==> src/rtl/lla_pkg.sv <==
// Package: register map and address width shared by the logic-array modules.
// Assumes an 8-bit address bus; offsets are fixed for software.
package lla_pkg;
    localparam int ADDR_W = 8;
    localparam logic [ADDR_W-1:0] A_CFG   = 8'h00;
    localparam logic [ADDR_W-1:0] A_ENA   = 8'h01;
    localparam logic [ADDR_W-1:0] A_LOCK  = 8'h02;
    localparam logic [ADDR_W-1:0] A_CASC  = 8'h03;
    localparam logic [ADDR_W-1:0] A_GOUT  = 8'h04;
    localparam logic [ADDR_W-1:0] A_GDIR  = 8'h05;
    localparam logic [ADDR_W-1:0] A_PIN   = 8'h06;
    localparam logic [ADDR_W-1:0] A_FUNC0 = 8'h10;
endpackage

==> src/rtl/lla_regs.sv <==
// Module: register file with per-group sticky lock.
// Holds configuration, enable, lock, cascade, GPIO and truth-table registers.
// Assumes N_ARR even, N_ARR/2 <= 4, 4*N_ARR <= DATA_W, DATA_W >= 8.
module lla_regs
    import lla_pkg::*;
#(
    parameter int N_ARR  = 2,
    parameter int DATA_W = 8,
    localparam int PINS   = 4 * N_ARR,
    localparam int N_PAIR = N_ARR / 2
) (
    input  logic                   clk,
    input  logic                   rst_n,
    input  logic                   por_n,
    input  logic                   wr_en,
    input  logic                   rd_en,
    input  logic [ADDR_W-1:0]      addr,
    input  logic [DATA_W-1:0]      wdata,
    input  logic [PINS-1:0]        pin_in,
    output logic [DATA_W-1:0]      rdata,
    output logic [N_ARR-1:0]       ena_q,
    output logic [N_ARR-1:0][7:0]  func_q,
    output logic [N_PAIR-1:0]      casc_q,
    output logic [N_PAIR-1:0]      expose_q,
    output logic [PINS-1:0]        gout_q,
    output logic [PINS-1:0]        gdir_q
);
    logic             cfg_clr_q;
    logic [N_ARR-1:0] lock_q;
    logic [N_ARR-1:0] keep;
    logic [DATA_W-1:0] rd_mux;

    // Locked state that survives an external reset
    assign keep = lock_q & {N_ARR{~cfg_clr_q}};

    // Configuration: reset-mode bit, cleared by power-on only
    always_ff @(posedge clk) begin
        if (!por_n)
            cfg_clr_q <= 1'b0;
        else if (wr_en && addr == A_CFG)
            cfg_clr_q <= wdata[0];
    end

    // Lock bits: set-only, cleared by power-on or by a permitted reset
    always_ff @(posedge clk) begin
        if (!por_n)
            lock_q <= '0;
        else if (!rst_n)
            lock_q <= keep;
        else if (wr_en && addr == A_LOCK)
            lock_q <= lock_q | wdata[N_ARR-1:0];
    end

    // GPIO data and direction: cleared by either reset
    always_ff @(posedge clk) begin
        if (!por_n || !rst_n) begin
            gout_q <= '0;
            gdir_q <= '0;
        end else if (wr_en && addr == A_GOUT) begin
            gout_q <= wdata[PINS-1:0];
        end else if (wr_en && addr == A_GDIR) begin
            gdir_q <= wdata[PINS-1:0];
        end
    end

    for (genvar k = 0; k < N_ARR; k++) begin : g_grp
        localparam logic [ADDR_W-1:0] FA = A_FUNC0 + ADDR_W'(k);

        // Enable bit k: frozen while lock k is set
        always_ff @(posedge clk) begin
            if (!por_n)
                ena_q[k] <= 1'b0;
            else if (!rst_n)
                ena_q[k] <= keep[k] & ena_q[k];
            else if (wr_en && addr == A_ENA && !lock_q[k])
                ena_q[k] <= wdata[k];
        end

        // Truth table k: frozen while lock k is set
        always_ff @(posedge clk) begin
            if (!por_n)
                func_q[k] <= '0;
            else if (!rst_n)
                func_q[k] <= keep[k] ? func_q[k] : 8'h00;
            else if (wr_en && addr == FA && !lock_q[k])
                func_q[k] <= wdata[7:0];
        end

        AST_ENA_FROZEN: assert property (@(posedge clk) disable iff (!por_n)
            (lock_q[k] && (rst_n || !cfg_clr_q)) |=> $stable(ena_q[k]))
            else $error("enable bit changed while locked");
        AST_FUNC_FROZEN: assert property (@(posedge clk) disable iff (!por_n)
            (lock_q[k] && (rst_n || !cfg_clr_q)) |=> $stable(func_q[k]))
            else $error("truth table changed while locked");
        AST_LOCK_STICKY: assert property (@(posedge clk) disable iff (!por_n)
            (lock_q[k] && rst_n) |=> lock_q[k])
            else $error("lock bit cleared without reset");
    end

    for (genvar p = 0; p < N_PAIR; p++) begin : g_pair
        // Cascade and expose bits of pair p: frozen by the upper group's lock
        always_ff @(posedge clk) begin
            if (!por_n) begin
                casc_q[p]   <= 1'b0;
                expose_q[p] <= 1'b0;
            end else if (!rst_n) begin
                casc_q[p]   <= keep[2*p+1] & casc_q[p];
                expose_q[p] <= keep[2*p+1] & expose_q[p];
            end else if (wr_en && addr == A_CASC && !lock_q[2*p+1]) begin
                casc_q[p]   <= wdata[p];
                expose_q[p] <= wdata[4+p];
            end
        end
    end

    // Read multiplexer over the register map
    always_comb begin
        rd_mux = '0;
        case (addr)
            A_CFG:  rd_mux[0]            = cfg_clr_q;
            A_ENA:  rd_mux[N_ARR-1:0]    = ena_q;
            A_LOCK: rd_mux[N_ARR-1:0]    = lock_q;
            A_CASC: begin
                rd_mux[N_PAIR-1:0]       = casc_q;
                rd_mux[4 +: N_PAIR]      = expose_q;
            end
            A_GOUT: rd_mux[PINS-1:0]     = gout_q;
            A_GDIR: rd_mux[PINS-1:0]     = gdir_q;
            A_PIN:  rd_mux[PINS-1:0]     = pin_in;
            default: rd_mux = '0;
        endcase
        for (int k = 0; k < N_ARR; k++) begin
            if (addr == A_FUNC0 + ADDR_W'(k))
                rd_mux[7:0] = func_q[k];
        end
    end

    // Read data register: one-cycle latency after rd_en
    always_ff @(posedge clk) begin
        if (!por_n || !rst_n)
            rdata <= '0;
        else if (rd_en)
            rdata <= rd_mux;
    end

    AST_POR_CLEARS: assert property (@(posedge clk) disable iff (!rst_n)
        !por_n |=> (lock_q == '0 && !cfg_clr_q))
        else $error("power-on did not clear lock");
endmodule

==> src/rtl/lla_gate.sv <==
// Module: one truth-table gate with an optional cascaded first input.
// Assumes func holds the output for index {a,b,c}, a as most significant bit.
module lla_gate (
    input  logic [7:0] func,
    input  logic       a,
    input  logic       b,
    input  logic       c,
    input  logic       casc_sel,
    input  logic       casc_in,
    output logic       y
);
    logic       a_eff;
    logic [2:0] idx;

    // Select the first input and look up the truth table
    always_comb begin
        a_eff = casc_sel ? casc_in : a;
        idx   = {a_eff, b, c};
        y     = func[idx];
    end
endmodule

==> src/rtl/lla_pinmux.sv <==
// Module: merges gate outputs with the GPIO path onto the pins.
// Assumes pin 4k+3 is the output of group k; inputs are never claimed.
module lla_pinmux #(
    parameter int N_ARR = 2,
    localparam int PINS   = 4 * N_ARR,
    localparam int N_PAIR = N_ARR / 2
) (
    input  logic [N_ARR-1:0]  ena,
    input  logic [N_PAIR-1:0] casc,
    input  logic [N_PAIR-1:0] expose,
    input  logic [N_ARR-1:0]  gate_y,
    input  logic [PINS-1:0]   gout,
    input  logic [PINS-1:0]   gdir,
    output logic [N_PAIR-1:0] casc_act,
    output logic [PINS-1:0]   pad_out,
    output logic [PINS-1:0]   pad_oe
);
    logic [N_ARR-1:0] drive;

    // Cascade is live only when both groups of the pair are enabled
    always_comb begin
        for (int p = 0; p < N_PAIR; p++)
            casc_act[p] = casc[p] & ena[2*p] & ena[2*p+1];
    end

    // Decide which groups own their output pin
    always_comb begin
        for (int k = 0; k < N_ARR; k++) begin
            if (k % 2 == 0)
                drive[k] = ena[k] & ~(casc_act[k/2] & ~expose[k/2]);
            else
                drive[k] = ena[k];
        end
    end

    // Pin drivers: gate result where owned, GPIO elsewhere
    always_comb begin
        pad_out = gout;
        pad_oe  = gdir;
        for (int k = 0; k < N_ARR; k++) begin
            if (drive[k]) begin
                pad_out[4*k+3] = gate_y[k];
                pad_oe[4*k+3]  = 1'b1;
            end
        end
    end
endmodule

==> src/rtl/lockable_logic_array.sv <==
// Module: top of the lockable configurable logic array.
// Groups of four pins become truth-table gates; pairs may cascade.
// Assumes N_ARR even and 4*N_ARR <= DATA_W; both resets synchronous active-low.
module lockable_logic_array
    import lla_pkg::*;
#(
    parameter int N_ARR  = 2,
    parameter int DATA_W = 8,
    localparam int PINS   = 4 * N_ARR,
    localparam int N_PAIR = N_ARR / 2
) (
    input  logic              clk,
    input  logic              rst_n,
    input  logic              por_n,
    input  logic              wr_en,
    input  logic              rd_en,
    input  logic [7:0]        addr,
    input  logic [DATA_W-1:0] wdata,
    output logic [DATA_W-1:0] rdata,
    input  logic [PINS-1:0]   pad_in,
    output logic [PINS-1:0]   pad_out,
    output logic [PINS-1:0]   pad_oe
);
    logic [N_ARR-1:0]      ena_q;
    logic [N_ARR-1:0][7:0] func_q;
    logic [N_PAIR-1:0]     casc_q;
    logic [N_PAIR-1:0]     expose_q;
    logic [N_PAIR-1:0]     casc_act;
    logic [PINS-1:0]       gout_q;
    logic [PINS-1:0]       gdir_q;
    logic [N_ARR-1:0]      gate_y;

    lla_regs #(.N_ARR(N_ARR), .DATA_W(DATA_W)) regs_i (
        .clk(clk), .rst_n(rst_n), .por_n(por_n),
        .wr_en(wr_en), .rd_en(rd_en), .addr(addr), .wdata(wdata),
        .pin_in(pad_in), .rdata(rdata),
        .ena_q(ena_q), .func_q(func_q), .casc_q(casc_q), .expose_q(expose_q),
        .gout_q(gout_q), .gdir_q(gdir_q)
    );

    for (genvar k = 0; k < N_ARR; k++) begin : g_gate
        logic sel;
        logic cin;
        if (k % 2 == 1) begin : g_upper
            assign sel = casc_act[k/2];
            assign cin = gate_y[k-1];
        end else begin : g_lower
            assign sel = 1'b0;
            assign cin = 1'b0;
        end
        lla_gate gate_i (
            .func(func_q[k]), .a(pad_in[4*k]), .b(pad_in[4*k+1]),
            .c(pad_in[4*k+2]), .casc_sel(sel), .casc_in(cin), .y(gate_y[k])
        );

        if (k % 2 == 1) begin : g_chk_up
            AST_UPPER_OWNS_PIN: assert property (@(posedge clk) disable iff (!por_n || !rst_n)
                ena_q[k] |-> pad_oe[4*k+3])
                else $error("enabled group does not drive its pin");
        end else begin : g_chk_lo
            AST_LOWER_OWNS_PIN: assert property (@(posedge clk) disable iff (!por_n || !rst_n)
                (ena_q[k] && !casc_q[k/2]) |-> pad_oe[4*k+3])
                else $error("enabled group does not drive its pin");
        end
    end

    lla_pinmux #(.N_ARR(N_ARR)) mux_i (
        .ena(ena_q), .casc(casc_q), .expose(expose_q), .gate_y(gate_y),
        .gout(gout_q), .gdir(gdir_q), .casc_act(casc_act),
        .pad_out(pad_out), .pad_oe(pad_oe)
    );

    for (genvar p = 0; p < N_PAIR; p++) begin : g_pchk
        AST_HIDDEN_MID_IS_GPIO: assert property (@(posedge clk) disable iff (!por_n || !rst_n)
            (casc_q[p] && ena_q[2*p] && ena_q[2*p+1] && !expose_q[p])
                |-> (pad_oe[8*p+3] == gdir_q[8*p+3]))
            else $error("hidden intermediate pin not returned to GPIO");
    end
endmodule

==> config.mk <==
export PLATFORM = sky130hd
export DESIGN_NAME = lockable_logic_array
export DESIGN_NICKNAME = d
export VERILOG_FILES = /design/src/rtl/lla_pkg.sv /design/src/rtl/lla_regs.sv /design/src/rtl/lla_gate.sv /design/src/rtl/lla_pinmux.sv /design/src/rtl/lockable_logic_array.sv
export SDC_FILE = /design/constraint.sdc
export NUM_CORES = 1
export LEC_CHECK = 0
export ABC_AREA = 1
export BUFFER_PORTS_ARGS = -buffer_cell sky130_fd_sc_hd__buf_2
export CORE_MARGIN = 5
export CORE_UTILIZATION = 45
export CTS_CLUSTER_SIZE = 12
export DETAILED_ROUTE_END_ITERATION = 7
export GPL_TIMING_DRIVEN = 0
export PLACE_DENSITY = 0.67
export SYNTH_ARGS = -nofsm -noshare
export SYNTH_HDL_FRONTEND = slang
export SYNTH_SLANG_ARGS = --single-unit
==> constraint.sdc <==
create_clock -name clk -period 1.75 [get_ports clk]
set_clock_uncertainty 0.2 [all_clocks]
set_input_delay 0.0875 -clock clk [delete_from_list [all_inputs] [get_ports clk]]
set_output_delay 0.0875 -clock clk [all_outputs]
set_load 0.005 [all_outputs]
==> Word level (Yosys, flattened, before mapping) <==
Cells that the tools add are included.
{ "word_totals": {"ff_bits": 47, "in_bits": 29, "out_inout_bits": 24} }
{ "classes": {"magnitude_cmp": 2, "n_eq_ne": 16, "muxes": 32, "bitwise_logic": 14, "reduce_logical": 22} }
{ "op_table": {"columns": ["cell", "n"], "rows": [
  ["$mux W8", 8],
  ["$eq A8 B3 Y1 const B", 3],
  ["$eq A8 B2 Y1 const B", 2],
  ["$eq A8 B5 Y1 const B", 2],
  ["$mux W1", 15],
  ["$logic_and A1 B1 Y1", 13],
  ["$ne A2 B1 Y1 const B", 6],
  ["$pmux W3 S3", 1],
  ["$and A1 B1 Y1", 8],
  ["$eq A8 B1 Y1 const B", 1],
  ["$logic_not A8 Y1", 1],
  ["$lt A3 B4 Y1 const B", 2],
  ["$pmux W1 S7", 1],
  ["$bmux W1 S3", 2],
  ["$pmux W2 S3", 1],
  ["$reduce_and A2 Y1", 3],
  ["$pmux W1 S5", 1],
  ["$logic_not A1 Y1", 4],
  ["$mux W2", 2],
  ["$ne A2 B2 Y1 const B", 2],
  ["$not A1 Y1", 4],
  ["$pmux W1 S4", 1],
  ["$and A2 B2 Y2", 1],
  ["$or A2 B2 Y2", 1],
  ["$logic_or A1 B1 Y1", 1]
]} }

==> Depth between registers and ports, before layout <==
{ "logic_depth": {"word_depth": 6, "ltp_mapped": 10, "mapped_depth_nobuf": 10} }

==> By module <==
Synthesis repeated with hierarchy kept, for this count alone.
{ "hier_totals": {"hier_cells": 427, "hier_area_um2": 2672.6} }
{ "modules_own_cells": {"columns": ["mod", "n_inst", "cells_each", "area_each_um2", "seq_area_each_um2"], "rows": [
  ["lla_regs", 1, 353, 2326.0, 940.9],
  ["lla_gate", 2, 23, 95.1, 0.0],
  ["lla_pinmux", 1, 27, 152.6, 0.0],
  ["lockable_logic_array", 1, 1, 3.8, 0.0]
]} }

==> Worst setup path before layout <==
Ideal clock, no wire load.
{ "synth_timing": {"path_type": "input-to-reg", "startpoint": "input port addr[3]", "endpoint": "register regs_i.gdir_q[6]", "setup_time_ns": 0.117, "arrival_time_ns": 0.999, "path_slack_ns": 0.434, "path_stages": 9, "path_cell_list": "inv_1 -> nand2_2 -> nor2_4 -> nand2_4 -> nor3_4 -> inv_2 -> buf_6 -> o21ai_1 -> a21oi_1"} }
{ "synth_via": {"elab_chain_len": 4, "word_cells_on_any_way": 6, "classes_between": "eq/ne (2); bitwise (1); reduce/logical (3)"} }
{ "synth_lines": {"columns": ["element", "line_no", "source"], "rows": [
  ["from (decl)", "lockable_logic_array.sv:17", "input logic [7:0] addr,"],
  ["$eq A8 B3 Y1", "lla_regs.sv:59", "end else if (wr_en && addr == A_GOUT) begin"],
  ["$logic_and A1 B1 Y1", "lla_regs.sv:59", null],
  ["$not A1 Y1 (no source line)", null, null],
  ["$reduce_and A2 Y1 (no source line) (*)", null, null],
  ["to (signal assigned)", "lla_regs.sv:62", "gdir_q <= wdata[PINS-1:0];"],
  ["to (decl)", "lla_regs.sv:26", "output logic [PINS-1:0] gdir_q"]
]} }
Mark *: on every way between the ends. The rest lies on a longest branch, timed or not.
A chain may end at the register's enable or synchronous reset.

==> Final worst setup path <==
{ "layout_timing": {"startpoint": "register regs_i.ena_q[1]", "endpoint": "output port pad_out[3]"} }
{ "layout_via": {"elab_chain_len": 5} }
{ "layout_lines": {"columns": ["element", "line_no", "source"], "rows": [
  ["from (decl)", "lla_regs.sv:21", "output logic [N_ARR-1:0] ena_q,"],
  ["from (signal, indexed assignment)", "lla_regs.sv:74", "ena_q[k] <= keep[k] & ena_q[k];"],
  ["from (signal, indexed assignment)", "lla_regs.sv:76", "ena_q[k] <= wdata[k];"],
  ["$and A1 B1 Y1", "lla_pinmux.sv:23", "casc_act[p] = casc[p] & ena[2*p] & ena[2*p+1];"],
  ["$and A1 B1 Y1", "lla_pinmux.sv:30", "drive[k] = ena[k] & ~(casc_act[k/2] & ~expose[k/2]);"],
  ["$not A1 Y1", "lla_pinmux.sv:30", null],
  ["$and A1 B1 Y1", "lla_pinmux.sv:30", null],
  ["$mux W1", "lla_pinmux.sv:41", "if (drive[k]) begin"],
  ["to (decl)", "lockable_logic_array.sv:21", "output logic [PINS-1:0] pad_out,"]
]} }
Every way passes these cells.

==> out/qor.txt <==
Yosys warnings = 0
Post-synth net total = 435
Final Max Slew Viols = 0
Most common cell after layout, fill and taps aside = nand2_1
Placed Cells = 530
CTS sink count = 47
WP data arrival = 1.43 ns
Adder-cell area share of the yosys netlist = 0%
Final Hold Viols = 0
Die footprint = 0.00745 sq mm
Most frequent cells in the layout = nand2_1 (103), buf_2 (52), inv_1 (49)
Final core occ = 58.7%
Count of cell types in the netlist = 29
DR WL met2 = 3680 um
Worst path cell trace = nand3_1 > o21ai_1 > nand2_1 > o21ai_0 > buf_2
Compound-gate portion of the synthesized area = 18.8%
Residual DRC = 0
Status = finished clean
CTS tree = yes
Fraction of the mapped netlist area in simple logic gates = 32.1%
I/O Buffers = 52
Minimum clock period = 1.72 ns
Buf/Inv on CP = 1
Kind of end point of the critical path = primary output
Least-Margin Pin Slew = 0.501 ns
Syn_area_per_cell = 6.45 sq um
Highest routed layer = met4
Worst slew margin = 66.6%
Sequential share of the synthesized area = 35.9%
# setup viols final = 0
Worst setup SP type = flip-flop
CP top delay family = flip-flops
CTS H-tree depth = 2
Fin crit share = 98.3%
Setup_tns = 0 ns
Fmax = 581 MHz
Cell leakage power = 1.54 nW
Post-Route M1 WL = 3440 um
Vias = 2823
Power Density = 605 mW/mm^2
Num CTS Buffers = 5
Met3 WL post-DR = 484 um
Maximum vdd ir drop = 0.409 mV
Hold Path Class = primary input to flip-flop
Post-DP HPWL = 6140 um
Initial antenna violation count = 0
HP Start = addr[3]
Final Worst Setup Slack = 0.0296 ns
Initial DRC Count = 150
Post-DRT Antenna Nets = 0
RSZ-0062 raised after global routing = true
Placed Area = 0.00297 sq mm
Reg-to-Reg Start = regs_i.lock_q[0]
Initial core utilization = 47.0%
Area Overhead vs Synth = 24.9%
Max FO, Critical Path = 5
First-pass GRT wire length = 12300 um
Layout cell share with drive strength beyond 1 = 21.5%
Post-DR wirelength/cell = 13.9 um
Grt total ovfl = 0
Launch point of the worst path = regs_i.ena_q[1]
I/O Pins = 53
GPL Wtd Cong = 0.912
Drt total wl = 7700 um
Row count = 27
Mux share of post-synthesis cell area = 0%
Post-route cell area = 0.00327 sq mm
Number of global-route vias before repair = 2565
Mapped cell area = 0.00262 sq mm
CTS clk-pin slew, worst paths = 0.08 ns
Longest Clk Path Bufs = 2
Gr usage total = 21.0%
CTS Root Cell = clkbuf_8
Synth Area in XOR/XNOR = 0%
Iteration count of the initial detailed-routing pass = 6
Crit Path Category = flip-flop to primary output
Number of antenna diodes = 0
Cells after Synth = 406
Die H = 86.3 um
Clock Latency Late Sink = 0.30 ns
DIE WIDTH = 86.3 um
Required @ worst endpoint = 1.46 ns
Pin count of the biggest net entering global routing = 14
Place WS = 0.0296 ns
Maxcap violations = 0
Critical path's slowest cell = dfxtp_1
Crit path largest cell delay = 0.43 ns
Fill count = 572
# nets final = 512
Vias/cell = 5.09
Layout Cells excl Fill = 555
Largest family of logic cells by synthesized area = simple AND/OR/NAND/NOR gates
Core region area = 0.00557 sq mm
Synthesis-stage register bit count = 47
[state kept, by name, indices dropped and copies added, names as in the netlist]
name	count
regs_i.expose_q	1
regs_i.ena_q	2
regs_i.rdata	8
regs_i.cfg_clr_q	1
regs_i.func_q	16
regs_i.lock_q	2
regs_i.gdir_q	8
regs_i.gout_q	8
regs_i.casc_q	1
[area by class of cell]
class | instances | area [sq um] | area share (%)
multi-input cells | 283 | 1350 | 41.4
inverters | 56 | 218 | 6.66
flip-flops and latches | 47 | 942 | 28.8
clock buffers | 6 | 82.6 | 2.52
repair buffers | 70 | 448 | 13.7
plain buffers | 20 | 133 | 4.06
well taps | 72 | 90.1 | 2.75
clock inverters | 1 | 5.00 | 0.153
[final timing paths]
| check | cells after the start | slack, ns | to |
|---|---|---|---|
| min reg2reg | 2 | 0.27 | regs_i.rdata[4] |
| max | 5 | 0.03 | pad_out[3] |
| min | 6 | 0.01 | regs_i.cfg_clr_q |
| max reg2reg | 4 | 0.34 | regs_i.func_q[0] |
[worst register-to-register path: stages, from the launching register on]
cell and delay [ns]:
dfxtp_1 0.47, a21oi_1 0.19, nor2_4 0.25, nand2_1 0.09, a21oi_1 0.14
[repair_timing]
| item | 4_1_cts | 5_1_grt |
|---|---|---|
| setup buffers | 0 | 2 |
| pin swaps | 0 | 3 |
| setup endpoints to repair | 3 | 25 |
| hold endpoints to repair | 37 | 0 |
| hold buffers | 16 | 0 |
| gates resized for setup | 2 | 9 |
[routing by layer]
layer | global-route usage (%) | vias up
li1 | - | 1451
met1 | 28.3 | 1272
met2 | 35.0 | 90
met3 | 3.61 | 10
met4 | 5.24 | 0
met5 | 0 | -
[stage by stage]
step | hold WS [ns] | total power [W]
6_report | 0.0138 | 0.00198
5_1_grt | 0.0279 | 0.00207
4_1_cts | 0.00448 | 0.00199
3_5_place_dp | 0.190 | 0.00132
3_3_place_gp | 0.180 | 0.00131
2_1_floorplan | 0.0158 | 0.00122
[power breakdown]
group          leakage [nW]  switching, W  internal, W  total (W)
logic                  1.11      0.000151    0.0000920   0.000243
registers             0.380    0.00000594      0.00107    0.00108
clock network        0.0470      0.000346     0.000310   0.000656
[synth_stat cells]
| library cell | count | area (sq um) |
|---|---|---|
| o21ai_2 | 2 | 17.5 |
| o211ai_1 | 3 | 22.5 |
| inv_2 | 4 | 15.0 |
| buf_6 | 1 | 11.3 |
| a31oi_1 | 2 | 12.5 |
| nand2_1 | 103 | 387 |
| nand2_4 | 1 | 11.3 |
| nor3_4 | 2 | 32.5 |
| clkinv_2 | 1 | 5.00 |
| o21ai_1 | 3 | 15.0 |
| nand2_2 | 4 | 25.0 |
| nor3_1 | 1 | 5.00 |
| o2111ai_1 | 4 | 35.0 |
| a21oi_1 | 37 | 185 |
| nand3_1 | 22 | 110 |
| a21oi_2 | 1 | 8.76 |
| nor2_1 | 50 | 188 |
| inv_4 | 1 | 6.26 |
| a211oi_1 | 1 | 7.51 |
| nor2_2 | 3 | 18.8 |
| a32oi_1 | 1 | 8.76 |
| nor3_2 | 1 | 10.0 |
| clkbuf_1 | 6 | 22.5 |
| o21ai_0 | 36 | 180 |
| buf_4 | 13 | 97.6 |
| nor2_4 | 3 | 33.8 |
| inv_1 | 50 | 188 |
| nand4_1 | 3 | 18.8 |
| dfxtp_1 | 47 | 941 |
[logic make-up (layout without fill, tap and decap cells)]
kind of cell	after synthesis	count (layout)
AO/OA/AOI/OAI	90	90
buffers and inverters	76	153
flip-flops	47	47
AND/OR/NAND/NOR	193	193
Note: power is estimated with default switching activity, not from simulation.
